==> config.mk <==
export PLATFORM = sky130hd
export DESIGN_NAME = serport_engine
export DESIGN_NICKNAME = d
export VERILOG_FILES = /design/src/rtl/serport_pkg.sv /design/src/rtl/serport_rategen.sv /design/src/rtl/serport_sync_ctl.sv /design/src/rtl/serport_async_ctl.sv /design/src/rtl/serport_busrx_ctl.sv /design/src/rtl/serport_engine.sv
export SDC_FILE = /design/constraint.sdc
export NUM_CORES = 1
export LEC_CHECK = 0
export ABC_CLOCK_PERIOD_IN_PS = 4900
export CAP_MARGIN = 10
export CORE_AREA = 8 8 98 100
export DETAILED_ROUTE_END_ITERATION = 10
export DIE_AREA = 0 0 106 108
export PLACE_DENSITY_LB_ADDON = 0.15
export SLEW_MARGIN = 20
export SYNTH_ARGS = -nofsm -noshare
export SYNTH_HDL_FRONTEND = slang
export SYNTH_HIERARCHICAL = 1
export SYNTH_SLANG_ARGS = --single-unit
==> constraint.sdc <==
create_clock -name clk -period 4.9 [get_ports clk]
set_clock_uncertainty 0.05 [all_clocks]
set_input_delay 0.735 -clock clk [delete_from_list [all_inputs] [get_ports clk]]
set_output_delay 0.735 -clock clk [all_outputs]
set_load 0.005 [all_outputs]
==> src/rtl/serport_pkg.sv <==
package serport_pkg;

  typedef enum logic [1:0] {
    MD_SYNC  = 2'd0,
    MD_ASYNC = 2'd1,
    MD_BUSTX = 2'd2,
    MD_BUSRX = 2'd3
  } sp_mode_e;

  typedef enum logic [1:0] {
    SY_IDLE,
    SY_STRT,
    SY_LOW,
    SY_HIGH
  } sync_st_e;

  typedef enum logic [2:0] {
    AS_IDLE,
    AS_TX,
    AS_HUNT,
    AS_CONF,
    AS_DATA,
    AS_STOP
  } async_st_e;

  typedef enum logic [2:0] {
    BR_IDLE,
    BR_WSTART,
    BR_BITS,
    BR_WCLK,
    BR_WSTOP
  } busrx_st_e;

endpackage

==> src/rtl/serport_rategen.sv <==
module serport_rategen #(
  parameter int RW = 8
) (
  input  logic          clk,
  input  logic          rst_n,
  input  logic          run,
  input  logic          clr,
  input  logic [RW-1:0] reload,
  output logic          tick
);

  logic [RW-1:0] cnt_q, cnt_d;

  always_comb begin
    cnt_d = cnt_q;
    tick  = 1'b0;
    if (clr) begin
      cnt_d = '0;
    end else if (run) begin
      if (cnt_q == reload) begin
        tick  = 1'b1;
        cnt_d = '0;
      end else begin
        cnt_d = cnt_q + 1'b1;
      end
    end
  end

  always_ff @(posedge clk or negedge rst_n) begin
    if (!rst_n) cnt_q <= '0;
    else        cnt_q <= cnt_d;
  end

  // the divider never runs past the programmed reload
  assert_cnt_bounded_R2: assert property (@(posedge clk) disable iff (!rst_n)
    run |-> (cnt_q <= reload));

endmodule

==> src/rtl/serport_sync_ctl.sv <==
module serport_sync_ctl
  import serport_pkg::*;
#(
  parameter int DW = 8
) (
  input  logic clk,
  input  logic rst_n,
  input  logic go,
  input  logic with_start,
  input  logic tick,
  input  logic sd_s,
  input  logic tx_bit,
  output logic busy,
  output logic sck,
  output logic sd,
  output logic sh_en,
  output logic sh_bit,
  output logic done_p
);

  localparam int CW = (DW > 1) ? $clog2(DW) : 1;
  localparam logic [CW-1:0] LAST = CW'(DW - 1);

  sync_st_e       st_q, st_d;
  logic [CW-1:0]  bit_q, bit_d;
  logic           samp_q, samp_d;

  always_comb begin
    st_d   = st_q;
    bit_d  = bit_q;
    samp_d = samp_q;
    sh_en  = 1'b0;
    done_p = 1'b0;
    case (st_q)
      SY_IDLE: begin
        if (go) begin
          st_d  = with_start ? SY_STRT : SY_LOW;
          bit_d = '0;
        end
      end
      SY_STRT: begin
        if (tick) st_d = SY_LOW;
      end
      SY_LOW: begin
        if (tick) begin
          samp_d = sd_s;
          st_d   = SY_HIGH;
        end
      end
      SY_HIGH: begin
        if (tick) begin
          sh_en = 1'b1;
          if (bit_q == LAST) begin
            done_p = 1'b1;
            st_d   = SY_IDLE;
          end else begin
            bit_d = bit_q + 1'b1;
            st_d  = SY_LOW;
          end
        end
      end
      default: st_d = SY_IDLE;
    endcase
  end

  always_ff @(posedge clk or negedge rst_n) begin
    if (!rst_n) begin
      st_q   <= SY_IDLE;
      bit_q  <= '0;
      samp_q <= 1'b1;
    end else begin
      st_q   <= st_d;
      bit_q  <= bit_d;
      samp_q <= samp_d;
    end
  end

  assign busy   = (st_q != SY_IDLE);
  assign sck    = (st_q != SY_LOW);
  assign sh_bit = samp_q;
  assign sd     = (st_q == SY_STRT) ? 1'b0 :
                  (st_q == SY_IDLE) ? 1'b1 : tx_bit;

  // data held steady through the whole high phase of the clock
  assert_data_steady_high_R2: assert property (@(posedge clk) disable iff (!rst_n)
    (st_q == SY_HIGH && $past(st_q == SY_HIGH)) |-> $stable(sd));

  // the start condition is always followed by a low clock phase
  assert_start_then_low_R7: assert property (@(posedge clk) disable iff (!rst_n)
    (st_q == SY_STRT && tick) |=> (st_q == SY_LOW));

endmodule

==> src/rtl/serport_async_ctl.sv <==
module serport_async_ctl
  import serport_pkg::*;
#(
  parameter int DW  = 8,
  parameter int OVS = 8
) (
  input  logic clk,
  input  logic rst_n,
  input  logic go,
  input  logic dir_tx,
  input  logic tick,
  input  logic sd_s,
  input  logic tx_bit,
  output logic busy,
  output logic sd,
  output logic sh_en,
  output logic sh_bit,
  output logic done_p,
  output logic ferr_p,
  output logic rclr
);

  localparam int SW = $clog2(OVS);
  localparam int IW = $clog2(DW + 2);
  localparam logic [SW-1:0] SUB_END  = SW'(OVS - 1);
  localparam logic [SW-1:0] SUB_HALF = SW'(OVS / 2 - 1);
  localparam logic [IW-1:0] POS_STOP = IW'(DW + 1);
  localparam logic [IW-1:0] POS_LAST = IW'(DW - 1);

  async_st_e      st_q, st_d;
  logic [SW-1:0]  sub_q, sub_d;
  logic [IW-1:0]  idx_q, idx_d;

  always_comb begin
    st_d   = st_q;
    sub_d  = sub_q;
    idx_d  = idx_q;
    sh_en  = 1'b0;
    sh_bit = 1'b1;
    done_p = 1'b0;
    ferr_p = 1'b0;
    rclr   = 1'b0;
    case (st_q)
      AS_IDLE: begin
        if (go) begin
          st_d  = dir_tx ? AS_TX : AS_HUNT;
          sub_d = '0;
          idx_d = '0;
        end
      end
      AS_TX: begin
        if (tick) begin
          if (sub_q == SUB_END) begin
            sub_d = '0;
            if (idx_q != '0 && idx_q != POS_STOP) sh_en = 1'b1;
            if (idx_q == POS_STOP) begin
              done_p = 1'b1;
              st_d   = AS_IDLE;
            end else begin
              idx_d = idx_q + 1'b1;
            end
          end else begin
            sub_d = sub_q + 1'b1;
          end
        end
      end
      AS_HUNT: begin
        if (!sd_s) begin
          rclr  = 1'b1;
          sub_d = '0;
          st_d  = AS_CONF;
        end
      end
      AS_CONF: begin
        if (tick) begin
          if (sub_q == SUB_HALF) begin
            sub_d = '0;
            idx_d = '0;
            st_d  = sd_s ? AS_HUNT : AS_DATA;
          end else begin
            sub_d = sub_q + 1'b1;
          end
        end
      end
      AS_DATA: begin
        if (tick) begin
          if (sub_q == SUB_END) begin
            sub_d  = '0;
            sh_en  = 1'b1;
            sh_bit = sd_s;
            if (idx_q == POS_LAST) st_d = AS_STOP;
            else                   idx_d = idx_q + 1'b1;
          end else begin
            sub_d = sub_q + 1'b1;
          end
        end
      end
      AS_STOP: begin
        if (tick) begin
          if (sub_q == SUB_END) begin
            done_p = 1'b1;
            ferr_p = !sd_s;
            st_d   = AS_IDLE;
          end else begin
            sub_d = sub_q + 1'b1;
          end
        end
      end
      default: st_d = AS_IDLE;
    endcase
  end

  always_ff @(posedge clk or negedge rst_n) begin
    if (!rst_n) begin
      st_q  <= AS_IDLE;
      sub_q <= '0;
      idx_q <= '0;
    end else begin
      st_q  <= st_d;
      sub_q <= sub_d;
      idx_q <= idx_d;
    end
  end

  assign busy = (st_q != AS_IDLE);
  assign sd   = (st_q != AS_TX)       ? 1'b1 :
                (idx_q == '0)         ? 1'b0 :
                (idx_q == POS_STOP)   ? 1'b1 : tx_bit;

  // frame position never leaves start..stop
  assert_frame_pos_R4: assert property (@(posedge clk) disable iff (!rst_n)
    (st_q == AS_TX) |-> (idx_q <= POS_STOP));

  // a confirmation is always preceded by a detected low line
  assert_conf_after_low_R5: assert property (@(posedge clk) disable iff (!rst_n)
    (st_q == AS_CONF && $past(st_q) == AS_HUNT) |-> !$past(sd_s));

endmodule

==> src/rtl/serport_busrx_ctl.sv <==
module serport_busrx_ctl
  import serport_pkg::*;
#(
  parameter int DW = 8
) (
  input  logic clk,
  input  logic rst_n,
  input  logic go,
  input  logic sck_s,
  input  logic sd_s,
  output logic busy,
  output logic sh_en,
  output logic sh_bit,
  output logic done_p,
  output logic ferr_p
);

  localparam int CW = (DW > 1) ? $clog2(DW) : 1;
  localparam logic [CW-1:0] LAST = CW'(DW - 1);

  busrx_st_e      st_q, st_d;
  logic [CW-1:0]  idx_q, idx_d;
  logic           sck_p, sd_p;
  logic           sck_rise, start_seen, stop_seen;

  assign sck_rise   = sck_s && !sck_p;
  assign start_seen = sck_s && sd_p && !sd_s;
  assign stop_seen  = sck_s && !sd_p && sd_s;

  always_comb begin
    st_d   = st_q;
    idx_d  = idx_q;
    sh_en  = 1'b0;
    sh_bit = sd_s;
    done_p = 1'b0;
    ferr_p = 1'b0;
    case (st_q)
      BR_IDLE: begin
        if (go) st_d = BR_WSTART;
      end
      BR_WSTART: begin
        if (start_seen) begin
          idx_d = '0;
          st_d  = BR_BITS;
        end
      end
      BR_BITS: begin
        if (sck_rise) begin
          sh_en = 1'b1;
          if (idx_q == LAST) st_d = BR_WCLK;
          else               idx_d = idx_q + 1'b1;
        end
      end
      BR_WCLK: begin
        if (sck_rise) st_d = BR_WSTOP;
      end
      BR_WSTOP: begin
        if (stop_seen) begin
          done_p = 1'b1;
          st_d   = BR_IDLE;
        end else if (!sck_s) begin
          done_p = 1'b1;
          ferr_p = 1'b1;
          st_d   = BR_IDLE;
        end
      end
      default: st_d = BR_IDLE;
    endcase
  end

  always_ff @(posedge clk or negedge rst_n) begin
    if (!rst_n) begin
      st_q  <= BR_IDLE;
      idx_q <= '0;
      sck_p <= 1'b1;
      sd_p  <= 1'b1;
    end else begin
      st_q  <= st_d;
      idx_q <= idx_d;
      sck_p <= sck_s;
      sd_p  <= sd_s;
    end
  end

  assign busy = (st_q != BR_IDLE);

  // bits are only shifted on a rising external clock
  assert_shift_on_rise_R8: assert property (@(posedge clk) disable iff (!rst_n)
    sh_en |-> (sck_s && !sck_p));

  // a framing error only ends a transfer waiting for its stop
  assert_ferr_from_wstop_R9: assert property (@(posedge clk) disable iff (!rst_n)
    ferr_p |-> (st_q == BR_WSTOP));

endmodule

==> src/rtl/serport_engine.sv <==
module serport_engine
  import serport_pkg::*;
#(
  parameter int DW  = 8,
  parameter int RW  = 8,
  parameter int OVS = 8
) (
  input  logic          clk,
  input  logic          rst_n,
  input  logic [1:0]    mode_sel,
  input  logic [RW-1:0] reload,
  input  logic [DW-1:0] tx_data,
  input  logic          start,
  input  logic          three_wire,
  input  logic          dir_tx,
  output logic [DW-1:0] rx_data,
  output logic          done,
  output logic          frame_err,
  output logic          busy,
  input  logic          sd_in,
  output logic          sd_out,
  output logic          sd_oe,
  input  logic          sck_in,
  output logic          sck_out,
  output logic          sck_oe
);

  sp_mode_e      mode_q, mode_d, mode_in;
  logic [RW-1:0] rld_q, rld_d;
  logic          tw_q, tw_d, dir_q, dir_d;
  logic [DW-1:0] sreg_q, sreg_d;
  logic          done_q, done_d, ferr_q, ferr_d;
  logic [1:0]    sd_sync_q, sck_sync_q;
  logic          sd_s, sck_s;
  logic          start_acc, tick;

  logic sy_busy, sy_sck, sy_sd, sy_sh, sy_bit, sy_done;
  logic as_busy, as_sd, as_sh, as_bit, as_done, as_ferr, as_rclr;
  logic br_busy, br_sh, br_bit, br_done, br_ferr;
  logic sh_en, sh_bit;

  assign mode_in   = sp_mode_e'(mode_sel);
  assign busy      = sy_busy | as_busy | br_busy;
  assign start_acc = start && !busy;
  assign sd_s      = sd_sync_q[1];
  assign sck_s     = sck_sync_q[1];

  always_ff @(posedge clk or negedge rst_n) begin
    if (!rst_n) begin
      sd_sync_q  <= 2'b11;
      sck_sync_q <= 2'b11;
    end else begin
      sd_sync_q  <= {sd_sync_q[0], sd_in};
      sck_sync_q <= {sck_sync_q[0], sck_in};
    end
  end

  serport_rategen #(.RW(RW)) u_rate (
    .clk    (clk),
    .rst_n  (rst_n),
    .run    (busy),
    .clr    (start_acc | as_rclr),
    .reload (rld_q),
    .tick   (tick)
  );

  serport_sync_ctl #(.DW(DW)) u_sync (
    .clk        (clk),
    .rst_n      (rst_n),
    .go         (start_acc && (mode_in == MD_SYNC || mode_in == MD_BUSTX)),
    .with_start (mode_in == MD_BUSTX),
    .tick       (tick),
    .sd_s       (sd_s),
    .tx_bit     (sreg_q[0]),
    .busy       (sy_busy),
    .sck        (sy_sck),
    .sd         (sy_sd),
    .sh_en      (sy_sh),
    .sh_bit     (sy_bit),
    .done_p     (sy_done)
  );

  serport_async_ctl #(.DW(DW), .OVS(OVS)) u_async (
    .clk    (clk),
    .rst_n  (rst_n),
    .go     (start_acc && mode_in == MD_ASYNC),
    .dir_tx (dir_tx),
    .tick   (tick),
    .sd_s   (sd_s),
    .tx_bit (sreg_q[0]),
    .busy   (as_busy),
    .sd     (as_sd),
    .sh_en  (as_sh),
    .sh_bit (as_bit),
    .done_p (as_done),
    .ferr_p (as_ferr),
    .rclr   (as_rclr)
  );

  serport_busrx_ctl #(.DW(DW)) u_busrx (
    .clk    (clk),
    .rst_n  (rst_n),
    .go     (start_acc && mode_in == MD_BUSRX),
    .sck_s  (sck_s),
    .sd_s   (sd_s),
    .busy   (br_busy),
    .sh_en  (br_sh),
    .sh_bit (br_bit),
    .done_p (br_done),
    .ferr_p (br_ferr)
  );

  always_comb begin
    case (mode_q)
      MD_SYNC, MD_BUSTX: begin sh_en = sy_sh; sh_bit = sy_bit; end
      MD_ASYNC:          begin sh_en = as_sh; sh_bit = as_bit; end
      default:           begin sh_en = br_sh; sh_bit = br_bit; end
    endcase
  end

  always_comb begin
    mode_d = mode_q;
    rld_d  = rld_q;
    tw_d   = tw_q;
    dir_d  = dir_q;
    sreg_d = sreg_q;
    done_d = done_q;
    ferr_d = ferr_q;
    if (start_acc) begin
      mode_d = mode_in;
      rld_d  = reload;
      tw_d   = three_wire;
      dir_d  = dir_tx;
      sreg_d = tx_data;
      done_d = 1'b0;
      ferr_d = 1'b0;
    end else begin
      if (sh_en) sreg_d = {sh_bit, sreg_q[DW-1:1]};
      if (sy_done | as_done | br_done) done_d = 1'b1;
      if (as_ferr | br_ferr)           ferr_d = 1'b1;
    end
  end

  always_ff @(posedge clk or negedge rst_n) begin
    if (!rst_n) begin
      mode_q <= MD_SYNC;
      rld_q  <= '0;
      tw_q   <= 1'b0;
      dir_q  <= 1'b0;
      sreg_q <= '0;
      done_q <= 1'b0;
      ferr_q <= 1'b0;
    end else begin
      mode_q <= mode_d;
      rld_q  <= rld_d;
      tw_q   <= tw_d;
      dir_q  <= dir_d;
      sreg_q <= sreg_d;
      done_q <= done_d;
      ferr_q <= ferr_d;
    end
  end

  always_comb begin
    sck_out = 1'b1;
    sck_oe  = 1'b0;
    sd_out  = 1'b1;
    sd_oe   = 1'b0;
    case (mode_q)
      MD_SYNC: begin
        sck_out = sy_sck;
        sck_oe  = sy_busy;
        sd_out  = sy_sd;
        sd_oe   = sy_busy && (tw_q || dir_q);
      end
      MD_BUSTX: begin
        sck_out = sy_sck;
        sck_oe  = sy_busy;
        sd_out  = sy_sd;
        sd_oe   = sy_busy;
      end
      MD_ASYNC: begin
        sd_out = as_sd;
        sd_oe  = as_busy && dir_q;
      end
      default: ;
    endcase
  end

  assign rx_data   = sreg_q;
  assign done      = done_q;
  assign frame_err = ferr_q;

  // at most one sequencer owns the shared shift register
  assert_one_owner_R10: assert property (@(posedge clk) disable iff (!rst_n)
    $onehot0({sy_busy, as_busy, br_busy}));

  // accepting a start clears the completion flag
  assert_done_clears_R10: assert property (@(posedge clk) disable iff (!rst_n)
    start_acc |=> !done);

  // a framing error only ever appears together with completion
  assert_ferr_with_done_R6: assert property (@(posedge clk) disable iff (!rst_n)
    $rose(frame_err) |-> done);

  // a start during a transfer leaves the latched mode alone
  assert_busy_ignores_start_R11: assert property (@(posedge clk) disable iff (!rst_n)
    (busy && start) |=> $stable(mode_q));

endmodule

==> results.yml <==
yosys:
  area_fraction_of_the_dominant_cell_type_after_synthesis: 0.371
  seq_area_frac_synth: 0.425
  synth_nets: 370
  ys.flop_type: "dfrtp_1"
  cell_taking_the_most_area_after_synthesis: "dfrtp_1"
  postSynthRegisterBits: 58
  syn-mean-instance-area_um2: 10.3
  synth_async_sr_flop_share: 1.00
  yosys-top-cells-area: "dfrtp_1 37%, dfstp_2 5.4%, ha_1 4.7%, mux2i_1 4.1%, mux2_2 3.9%"
  post_synth_inst_count: 332
  syn_area_mm2: 0.00344
  synth_enable_flop_cells: 0
  synth-warning-count: 6
  synthDistinctLibCells: 68
timing:
  period_needed_ps: 3580
  totalNegativeSetupSlack_ps: 0
  grt_setup_unrepaired: "no"
  slew_viol_final: 0
  fmax_ghz: 0.279
  hold_viol_final: 0
  report.final.setup_viol: 0
  worstMarginPinSlew_ps: 756
  min_period_over_period: 0.730
  slew_headroom: 0.496
drt:
  vias: 2563
  drc: 0
  routedWlPerCell_um: 15.5
  antenna_violating_nets_post_route: 0
  wire_length_after_detailed_routing_mm: 7.42
  first_pass_iters: 4
  detail_route.iter0.violations: 141
  vias_per_cell: 5.34
layout:
  post-route-util: 0.510
  fillers: 744
  final_cell_mix: "51 x dfrtp_1, 38 x clkdlybuf4s50_1, 20 x nand2_1"
  drive_above_1_share: 0.171
  antenna_cells_inserted: 0
  relative_area_change_from_synthesis_to_final_layout_pct: 19.6
  area_of_combinational_cells_with_multiple_inputs_mm2: 0.00181
  layout.area.seq_mm2: 0.00146
  design_area_mm2: 0.00411
  instances_no_fill: 480
  design.final.nets: 408
  leading_cell_type_in_the_layout_fill_and_taps_excluded: "dfrtp_1"
setup_path:
  crit_path_capture_type: "flip-flop"
  r2r_cells: 12
  rrSetupSlack_ps: 1320
  reg2reg_to: "rx_data[3]"
  worst_ep_required_time_ps: 5060
  cpMaxStageDelayCell: "dfrtp_1"
  critical_path.startpoint_type: "flip-flop"
  cp.arrival_ps: 3740
  slowest_delay_ps: 660
  crit_path_max_fanout: 26
  setup.worst_path.class: "flip-flop to flip-flop"
  critical_path.reg2reg.startpoint: "u_async/st_q[2]"
  list_of_cells_traversed_by_the_critical_path: "or3_1 -> or3_4 -> nor2_4 -> or2_2 -> nor3_1 -> buf_4 -> nand2_1 -> a211oi_1 -> mux2_4 -> mux2i_4 -> mux2i_1 -> o21ai_1"
pwr:
  intPower_uw: 1320
  power.ir.vdd_worst_mv: 0.242
  clock_power_share: 0.257
  sequentialPowerShare: 0.395
  totalPowerFinal_uw: 2020
  comb_power_share: 0.348
  power.switching_fraction: 0.346
  power.net_switching_uw: 699
  total_leakage_power_uw: 0.00184
  cellPowerDensity_mw_per_mm2: 492
clocking:
  clock_sink_count: 58
  post_cts.resized_instances: 0
  tritoncts: "built"
  clk_root_buffer_cell: "clkbuf_8"
  cts.htree.levels: 3
  cts_buffers: 9
  cts.repair_timing.setup_buffer_count: 0
  clk_pin_slew_worst_paths_ps: 70
  clk_latency_worst_skew_pair_ps: 340
  ctsLongestPathBuffers: 2
  hold_buffers: 0
global_routing:
  global_route.usage.total: 0.138
  grt_start_max_net_pins: 59
  antenna_found_initial: 0
  grt_remaining_overflow: 0
  first_global_vias: 2537
  grt_pass1_wl_mm: 12.7
hold_path:
  worst_hold_startpoint: "sd_sync_q[0]"
  holdCritPathClass: "flip-flop to flip-flop"
  hold-path-endpoint: "sd_sync_q[1]"
  timing.hold.worst_path_depth: 0
placement:
  place.detailed.hpwl_mm: 5.31
  io_buffers: 39
  weighted_congestion_at_the_end_of_routability_driven_global_placement: 0.834
  standard_cell_area_after_detailed_placement_mm2: 0.00387
  placed_cells_incl_taps: 464
floorplanning:
  core_box_area_mm2: 0.00805
  fp-row-count: 33
  fp.dieW_um: 106
  floorplan.die_area_mm2: 0.0114
  ioPinCount: 40
  die_height_um: 108
  floorplan.initialDensity: 0.427
job:
  drv.max_cap_violation_count: 0
outcome:
  run_status: "finished, final reports clean"
==> through the flow <==
step	hold WS [ps]	worst slack (ps)
floorplan	295	1270
global placement	297	1490
detailed placement	298	1360
CTS	307	1330
global route	314	1050
finish	306	1320
==> area by class of cell <==
class	count	area share
multi-input combinational	242	0.440
sequential	58	0.355
timing repair buffer	42	0.0993
clock buffer	12	0.0402
tap	105	0.0320
clock inverter	4	0.0177
inverter	17	0.0155
==> power by group through the flow <==
stage	sequential (uW)	combinational [uW]	clock [uW]
3_3_place_gp	803	696	0
2_1_floorplan	725	550	0
5_1_grt	827	786	554
4_1_cts	799	712	539
6_report	799	703	520
3_5_place_dp	806	710	0
==> synthesized netlist by cell type (all sizes together) (2+ instances only) <==
master	number
clkbuf	3
and2	2
nand2b	9
and3b	3
inv	17
nor4bb	2
nor2b	7
buf	12
xor2	4
a31oi	3
nand3b	3
mux2i	15
xnor2	10
mux2	17
nand4	4
o41ai	2
or4	2
a21o	4
nand3	3
o2111ai	2
dfrtp	51
and3	8
a22o	2
a21oi	9
or3	4
dfstp	7
or2	5
nand2	21
ha	13
nor3b	3
nor2	21
nor3	16
o21ai	29
==> kinds of logic after synthesis <==
family | Yosys count | synth area share
AOI/OAI and AO/OA | 64 | 0.128
xor gates and xnor gates | 14 | 0.0357
adders and majority gates | 14 | 0.0503
buffers and inverters | 32 | 0.0488
DFF | 58 | 0.425
muxes | 33 | 0.116
and+or+nand+nor | 117 | 0.196
==> sequential cells by signal, indices dropped and copies added (netlist names) <==
name and cells:
rld_q 8, frame_err 1, u_busrx/st_q 3, tw_q 1, u_sync/bit_q 3, u_busrx/sd_p 1
u_async/idx_q 4, done 1, u_async/sub_q 3, u_sync/sh_bit 1, u_rate/cnt_q 8, u_async/st_q 3
u_busrx/sck_p 1, u_busrx/idx_q 3, rx_data 8, u_sync/st_q 2, sck_sync_q 2, sd_sync_q 2
mode_q 2, dir_q 1
==> layer usage <==
layer,global-route usage,vias to the layer above,share of wire
met1,0.176,1255,0.47
met5,0,-,0
li1,-,1262,-
met4,0.0553,0,0.016
met3,0.0369,10,0.029
met2,0.217,36,0.48
==> worst max-delay path: cells and delay by family, from the launching register on <==
family | cells | cell delay [ps]
multiplexers | 3 | 950
AO/OA/AOI/OAI | 2 | 140
flip-flops | 1 | 660
buffers and inverters | 1 | 190
AND/OR/NAND/NOR | 6 | 1440
==> worst max-delay path by stage <==
| stage | endpoint | startpoint | slack (ps) | cells after the start |
|---|---|---|---|---|
| 3_3_place_gp | rx_data[3] | u_async/st_q[2] | 1490 | 12 |
| 2_1_floorplan | rx_data[0] | u_async/st_q[2] | 1270 | 17 |
| 3_5_place_dp | rx_data[3] | u_async/st_q[2] | 1360 | 12 |
| 4_1_cts | rx_data[3] | u_async/st_q[2] | 1330 | 12 |
| 5_1_grt | rx_data[3] | u_async/st_q[2] | 1050 | 12 |
| 6_report | rx_data[3] | u_async/st_q[2] | 1320 | 12 |
No activity file was read; power rests on OpenSTA's default activity.
